### config.mk
export PLATFORM = sky130hd
export DESIGN_NAME = holdover_ctrl
export DESIGN_NICKNAME = d
export VERILOG_FILES = /design/src/rtl/holdover_pkg.sv /design/src/rtl/hold_sync.sv /design/src/rtl/hold_cond.sv /design/src/rtl/hold_fsm.sv /design/src/rtl/holdover_ctrl.sv
export SDC_FILE = /design/constraint.sdc
export NUM_CORES = 1
export LEC_CHECK = 0
export ABC_AREA = 1
export BUFFER_PORTS_ARGS = -buffer_cell sky130_fd_sc_hd__buf_2
export CORE_AREA = 4 4 41 43
export DETAILED_ROUTE_END_ITERATION = 16
export DIE_AREA = 0 0 45 47
export GPL_TIMING_DRIVEN = 0
export MAX_ROUTING_LAYER = met4
export PLACE_DENSITY_LB_ADDON = 0.15
export SLEW_MARGIN = 15
export SYNTH_ARGS = -nofsm -noshare
export SYNTH_HDL_FRONTEND = slang
export SYNTH_SLANG_ARGS = --single-unit
### constraint.sdc
create_clock -name clk_i -period 1.2 [get_ports clk_i]
set_input_delay 0.18 -clock clk_i [delete_from_list [all_inputs] [get_ports clk_i]]
set_output_delay 0.18 -clock clk_i [all_outputs]
set_load 0.02 [all_outputs]
### src/rtl/holdover_pkg.sv
package holdover_pkg;
  typedef enum logic [2:0] {
    ST_IDLE      = 3'd0,
    ST_HOLD_MAN  = 3'd1,
    ST_WAIT_REL  = 3'd2,
    ST_HOLD_AUTO = 3'd3,
    ST_REARM     = 3'd4
  } hold_state_e;
endpackage

### src/rtl/hold_sync.sv
module hold_sync #(
  parameter int unsigned STAGES  = 2,
  parameter bit          RST_VAL = 1'b1
) (
  input  logic clk_i,
  input  logic rst_ni,
  input  logic d_i,
  output logic q_o
);
  logic [STAGES-1:0] ff_q;

  always_ff @(posedge clk_i or negedge rst_ni) begin
    if (!rst_ni) ff_q <= {STAGES{RST_VAL}};
    else         ff_q <= {ff_q[STAGES-2:0], d_i};
  end

  assign q_o = ff_q[STAGES-1];
endmodule

### src/rtl/hold_cond.sv
module hold_cond #(
  parameter int unsigned SYNC_STAGES = 2
) (
  input  logic clk_i,
  input  logic rst_ni,
  input  logic ld_cmp_en_i,
  input  logic sync_ni,
  input  logic lock_det_i,
  output logic sync_hi_o,
  output logic sync_fall_o,
  output logic lock_ok_o
);
  logic sync_s, sync_d_q, lock_s;

  // both chains reset to the idle level so no false event follows reset
  hold_sync #(.STAGES(SYNC_STAGES), .RST_VAL(1'b1)) u_sync_pin (
    .clk_i(clk_i), .rst_ni(rst_ni), .d_i(sync_ni), .q_o(sync_s)
  );
  hold_sync #(.STAGES(SYNC_STAGES), .RST_VAL(1'b1)) u_sync_lock (
    .clk_i(clk_i), .rst_ni(rst_ni), .d_i(lock_det_i), .q_o(lock_s)
  );

  always_ff @(posedge clk_i or negedge rst_ni) begin
    if (!rst_ni) sync_d_q <= 1'b1;
    else         sync_d_q <= sync_s;
  end

  assign sync_hi_o   = sync_s;
  assign sync_fall_o = sync_d_q & ~sync_s;
  assign lock_ok_o   = ld_cmp_en_i ? lock_s : 1'b1;
endmodule

### src/rtl/hold_fsm.sv
module hold_fsm
  import holdover_pkg::*;
(
  input  logic clk_i,
  input  logic rst_ni,
  input  logic hold_en_i,
  input  logic auto_en_i,
  input  logic sync_hi_i,
  input  logic sync_fall_i,
  input  logic lock_ok_i,
  input  logic ref_edge_i,
  output logic tristate_o,
  output logic b_rst_o
);
  hold_state_e state_q, state_d;
  logic        rel_fire;
  logic        b_rst_q;

  always_comb begin
    state_d  = state_q;
    rel_fire = 1'b0;
    if (!hold_en_i) begin
      state_d = ST_IDLE;
    end else begin
      unique case (state_q)
        ST_IDLE: begin
          if (sync_fall_i)                  state_d = ST_HOLD_MAN;
          else if (auto_en_i && !lock_ok_i) state_d = ST_HOLD_AUTO;
        end
        ST_HOLD_MAN: begin
          if (sync_hi_i) state_d = ST_WAIT_REL;
        end
        ST_WAIT_REL: begin
          if (sync_fall_i) state_d = ST_HOLD_MAN;
          else if (ref_edge_i) begin
            state_d  = ST_IDLE;
            rel_fire = 1'b1;
          end
        end
        ST_HOLD_AUTO: begin
          if (sync_fall_i) state_d = ST_HOLD_MAN;
          else if (ref_edge_i) begin
            state_d  = ST_REARM;
            rel_fire = 1'b1;
          end
        end
        ST_REARM: begin
          if (sync_fall_i)    state_d = ST_HOLD_MAN;
          else if (lock_ok_i) state_d = ST_IDLE;
        end
        default: state_d = ST_IDLE;
      endcase
    end
  end

  always_ff @(posedge clk_i or negedge rst_ni) begin
    if (!rst_ni) begin
      state_q <= ST_IDLE;
      b_rst_q <= 1'b0;
    end else begin
      state_q <= state_d;
      b_rst_q <= rel_fire;
    end
  end

  assign tristate_o = (state_q == ST_HOLD_MAN) || (state_q == ST_WAIT_REL) ||
                      (state_q == ST_HOLD_AUTO);
  assign b_rst_o    = b_rst_q;
endmodule

### src/rtl/holdover_ctrl.sv
module holdover_ctrl #(
  parameter int unsigned SYNC_STAGES = 2
) (
  input  logic clk_i,
  input  logic rst_ni,
  input  logic hold_en_i,
  input  logic auto_en_i,
  input  logic ld_cmp_en_i,
  input  logic sync_ni,
  input  logic lock_det_i,
  input  logic ref_edge_i,
  output logic cp_tristate_o,
  output logic b_cnt_rst_o
);
  logic sync_hi, sync_fall, lock_ok;

  hold_cond #(.SYNC_STAGES(SYNC_STAGES)) u_cond (
    .clk_i      (clk_i),
    .rst_ni     (rst_ni),
    .ld_cmp_en_i(ld_cmp_en_i),
    .sync_ni    (sync_ni),
    .lock_det_i (lock_det_i),
    .sync_hi_o  (sync_hi),
    .sync_fall_o(sync_fall),
    .lock_ok_o  (lock_ok)
  );

  hold_fsm u_fsm (
    .clk_i      (clk_i),
    .rst_ni     (rst_ni),
    .hold_en_i  (hold_en_i),
    .auto_en_i  (auto_en_i),
    .sync_hi_i  (sync_hi),
    .sync_fall_i(sync_fall),
    .lock_ok_i  (lock_ok),
    .ref_edge_i (ref_edge_i),
    .tristate_o (cp_tristate_o),
    .b_rst_o    (b_cnt_rst_o)
  );
endmodule

[Word-level counts from Yosys, hierarchy flattened]
Index checks and enable logic that the tools add are counted.
Storage, ports and cells
  memories kept: 0
  bits in read-only memories: 0
  memory bits (writable): 0
  logic and storage cells: 39
  output and inout port bits: 2
  register bits: 9
  latch bits: 0
Cells by class
  divide/modulo/power cells: 0
  bitwise logic cells: 2
  eq/ne operators: 9
  shifts and indexed selects: 0
  mux-type cells: 16
  reduce and logical (&&, ||, !) cells: 7
  order comparisons: 0
  multiply operators: 0
  $add $sub $neg: 0
Operators with widths (number)
  3-bit two-way mux: 10
  3-bit one-hot mux with 5 select lines: 1
  4-bit by 3-bit != test with 1-bit output (second input constant): 2
  4-bit != test (second input constant): 2
  3-bit by 2-bit equality test with 1-bit output (second input constant): 2
  1-bit two-way mux: 5
  5-bit AND reduction: 1
  3-bit by 1-bit equality test with 1-bit output (second input constant): 1
  3-bit equality test (second input constant): 1
  3-bit zero test: 1
  3-bit != test (second input constant): 1
  1-bit logical OR: 2
  2-bit OR reduction: 1
  1-bit bitwise AND: 1
  1-bit logical AND: 1
  1-bit zero test: 1
  1-bit inverter: 1

[Depth between registers and ports, before layout]
  depth after elaboration: 7
  mapped depth: 8

[By module]
A second synthesis with hierarchy kept.
Second synthesis, totals
  cell total of the unflattened synthesis: 60
  area, all modules: 467.9 µm²
By module, submodules not included
  hold_fsm: area an instance 319.1 µm², instances 1, cells each 51, sequential area each 100.1 µm²
  hold_sync: area an instance 52.6 µm², instances 2, cells each 2, sequential area each 52.6 µm²
  hold_cond: area an instance 43.8 µm², instances 1, cells each 5, sequential area each 26.3 µm²

[Worst setup path after synthesis]
OpenSTA, ideal clock, no wires.
  kind: reg-to-reg
  start point: register u_cond.u_sync_pin.ff_q[1]
  end point: register u_fsm.state_q[0]
  arrival: 1030 ps
  stages on the path, launching flop included: 8
  setup time: 116 ps
  path buffers: 0
  path slack: 54 ps
  data required time: 1084 ps
  cell sequence: dfstp_2 inv_1 nand2_1 nand2_1 nor2_2 nand2_2 nand3_1 nand2_1
Between the ends
  cells in the longest elaborated chain, start to end: 5
RTL lines
  start, declared: RTL line hold_sync.sv:10  | logic [STAGES-1:0] ff_q;
  start signal, assigned: RTL line hold_sync.sv:13  | if (!rst_ni) ff_q <= {STAGES{RST_VAL}};
  start signal, assigned: RTL line hold_sync.sv:14  | else ff_q <= {ff_q[STAGES-2:0], d_i};
  1-bit inverter: RTL line hold_cond.sv:29  | assign sync_fall_o = sync_d_q & ~sync_s;
  1-bit bitwise AND: RTL line hold_cond.sv:29
  3-bit two-way mux (on tied branches)
  3-bit one-hot mux with 5 select lines: RTL line hold_fsm.sv:25  | unique case (state_q)
  3-bit two-way mux: RTL line hold_fsm.sv:22  | if (!hold_en_i) begin
  end signal, assigned: RTL line hold_fsm.sv:61  | state_q <= state_d;
  end, declared: RTL line hold_fsm.sv:15  | hold_state_e state_q, state_d;
Parallel ways exist; a longest one is shown, timed or not.
A chain may end at the register's enable or synchronous reset.

[Worst setup path in the final report]
  start point: register u_fsm.state_q[0]
  end point: output port cp_tristate_o
Between the ends
  cells in the longest elaborated chain, start to end: 3
RTL lines
  3-bit by 1-bit equality test with 1-bit output or 3-bit by 2-bit equality test with 1-bit output (tied branches): RTL line hold_fsm.sv:66  | assign tristate_o = (state_q == ST_HOLD_MAN) || (state_q == ST_WAIT_REL) ||
  1-bit logical OR: RTL line hold_fsm.sv:66
  1-bit logical OR (*): RTL line hold_fsm.sv:66
  end, declared: RTL line holdover_ctrl.sv:12  | output logic cp_tristate_o,
Every way passes the cells marked *; elsewhere a longest branch is shown, timed or not.

==> impl_metrics.tcl <==
set metrics [dict create \
    status "completed" \
    ys_seq_elements 9 \
    fin_crit_ns 1.197 \
    grt_max_degree 10 \
    fmax_mhz 835.4 \
    die-height_um 47 \
    yosys.area.top_type "dfstp_2" \
    gp_congestion 0.7587 \
    cts_num_sinks 9 \
    chipWidth_um 45 \
    ys_warn_count 0 \
    routed_via_density 4.587 \
    syn_avg_cell_area_um2 7.686 \
    critPathLaunchType "flop" \
    port_buffers 9 \
    grt_use_total_pct 9.885 \
    wire_per_inst_um 9.554 \
    cts_tree "built" \
    num_vias 422 \
    layout_common_cells "nand2_1 (11), nor2_1 (8), buf_2 (8), inv_2 (7)" \
    ctsRootBufferMaster "clkbuf_4" \
    htree_levels 1 \
    arrival_ns 1.02 \
    core_um2 1301 \
    p_leak_uw 0.0003421 \
    final_common_cell "nand2_1" \
    hpwl_um 604.2 \
    synth_nets 64 \
    dieArea_um2 2115 \
    syn-cell-area_um2 430.4 \
    area_growth_pct 47.38 \
    numCtsBuffers 3 \
    p_per_area_nw_per_um2 1759 \
    netlist_instances 56 \
    synth.distinct_cells 11 \
    rsz0062_at_grt "true" \
    num_rows 13 \
    path_max_fanout 2 \
    end_kind "primary output" \
    p_total_uw 1116 \
    drtIter0Drc 5 \
    clk_path_buf_depth 2 \
    synth_area_leaders "dfstp_2 (31%), dfrtp_1 (23%), nand2_1 (12%)" \
    drt_pass1_iterations 4 \
    drive_above_1_share_pct 55.84 \
    netlist.area_leader.share_pct 30.52 \
    fin_crit_sh_pct 99.76 \
    grt_pass1_vias 354 \
    cap_violations 0 \
    finish.net_count 86 \
    remaining_drc_errors 0 \
    initial_utilization_pct 33.08 \
    irDropWorstVdd_mv 0.9754 \
    setup_violations 0 \
    gr-total-overflow 0 \
    maxSlewViolCount 0 \
    ant_nets 0 \
    tightestPinTransition_ns 0.1910 \
    maxSlewHeadroom_pct 87.27 \
    drt_wl_total_um 879 \
    hold_slack_ns 0.1429 \
    cts.clk_slew.worst_paths_ns 0.06 \
    antenna_found_initial 0 \
    antennaDiodeCount 0 \
    hp-class "input pin to flop" \
    path_class "flop to primary output" \
    seq_area_frac_synth_pct 53.78 \
    clk_latency_ns 0.26 \
    clock_skew_ns 0.003427 \
    finalHoldViolations 0 \
    grt_pass1_wl_um 1373 \
    io_pins 10 \
    crit_required_ns 1.02 \
]
[worst max-delay path: stages, from the launching register on]
cell     delay, ns
dfrtp_1       0.39
inv_2         0.07
nand2_2       0.06
inv_2         0.08
nor2_4        0.03
buf_6         0.12
[power breakdown]
| group | switching, uW | internal [uW] | leakage (uW) |
|---|---|---|---|
| sequential | 28.1 | 351 | 0.000104 |
| clock | 108 | 123 | 0.0000177 |
| combinational | 267 | 238 | 0.000220 |
[state kept, by name, indices dropped and copies added (netlist names)]
name,flops
u_fsm.state_q,3
u_fsm.b_rst_o,1
u_cond.sync_d_q,1
u_cond.u_sync_lock.ff_q,2
u_cond.u_sync_pin.ff_q,2
[cell usage after synthesis]
cell type  number
a21oi_1         2
dfrtp_1         4
dfstp_2         5
inv_1           7
inv_2           3
nand2_1        14
nand2_2         2
nand3_1         6
nand4_1         1
nor2_1         10
nor2_2          2
[through the flow]
stage	setup WS (ns)	setup TNS (ns)	cell area (um^2)	utilization (%)	cells
finish	0.002927	0	634.4	48.75	92
global route	-0.06193	-0.1735	634.4	48.75	92
CTS	-0.004440	-0.004440	569.3	43.75	89
detailed placement	-0.06901	-0.1950	494.2	37.98	80
global placement	-0.05957	-0.1562	494.2	37.98	80
floorplan	0.05372	0	430.4	-	56
[logic make-up (layout without fill, tap and decap cells)]
family / Yosys count / in the layout / share of synthesized area (%)
flip-flops: 9 / 9 / 53.78
buffers and inverters: 10 / 31 / 8.722
AO/OA/AOI/OAI: 2 / 2 / 2.326
AND/OR/NAND/NOR: 35 / 35 / 35.18
[what timing repair did]
item	in CTS	in global routing
resized for setup	6	11
cloned	0	0
hold endpoints to repair	9	2
setup buffers	4	1
setup endpoints to repair	4	4
hold buffers	1	2
pin swaps	3	8
[area by class of cell]
type | instances | area (um^2)
clock buffers | 3 | 22.52
well taps | 15 | 18.77
inverters | 10 | 37.54
multi-input cells | 37 | 198.9
fillers | 129 | 666.9
flip-flops and latches | 9 | 232.7
clock inverters | 1 | 5.005
repair buffers | 17 | 118.9
[final timing paths]
path                       depth (start not counted)                                start                              endpoint  slack (ns)
min reg2reg                                        0  u_cond.u_sync_pin.ff_q[0]$_DFF_PN1_   u_cond.u_sync_pin.ff_q[1]$_DFF_PN1_        0.36
max reg2reg                                        7  u_cond.u_sync_pin.ff_q[1]$_DFF_PN1_          u_fsm.state_q[2]$_DFFE_PN0P_        0.04
max                                                5         u_fsm.state_q[0]$_DFFE_PN0P_                         cp_tristate_o       0.003
min in group asynchronous                          2                               rst_ni          u_fsm.state_q[1]$_DFFE_PN0P_        0.29
max in group asynchronous                          2                               rst_ni  u_cond.u_sync_lock.ff_q[1]$_DFF_PN1_        0.67
min                                                3                           ref_edge_i               u_fsm.b_rst_o$_DFF_PN0_        0.14
[routing by layer]
| metal | vias up | wire length (um) | part of all wire (%) | track usage, % |
|---|---|---|---|---|
| met1 | 198 | 366 | 42 | 9.813 |
| met3 | 2 | 63 | 7.2 | 5.747 |
| met2 | 11 | 440 | 50 | 15.25 |
| met4 | 0 | 10 | 1.1 | 5.263 |
| met5 | - | 0 | 0 | - |
| li1 | 211 | - | - | - |
Power figures use the tool's default switching activity.
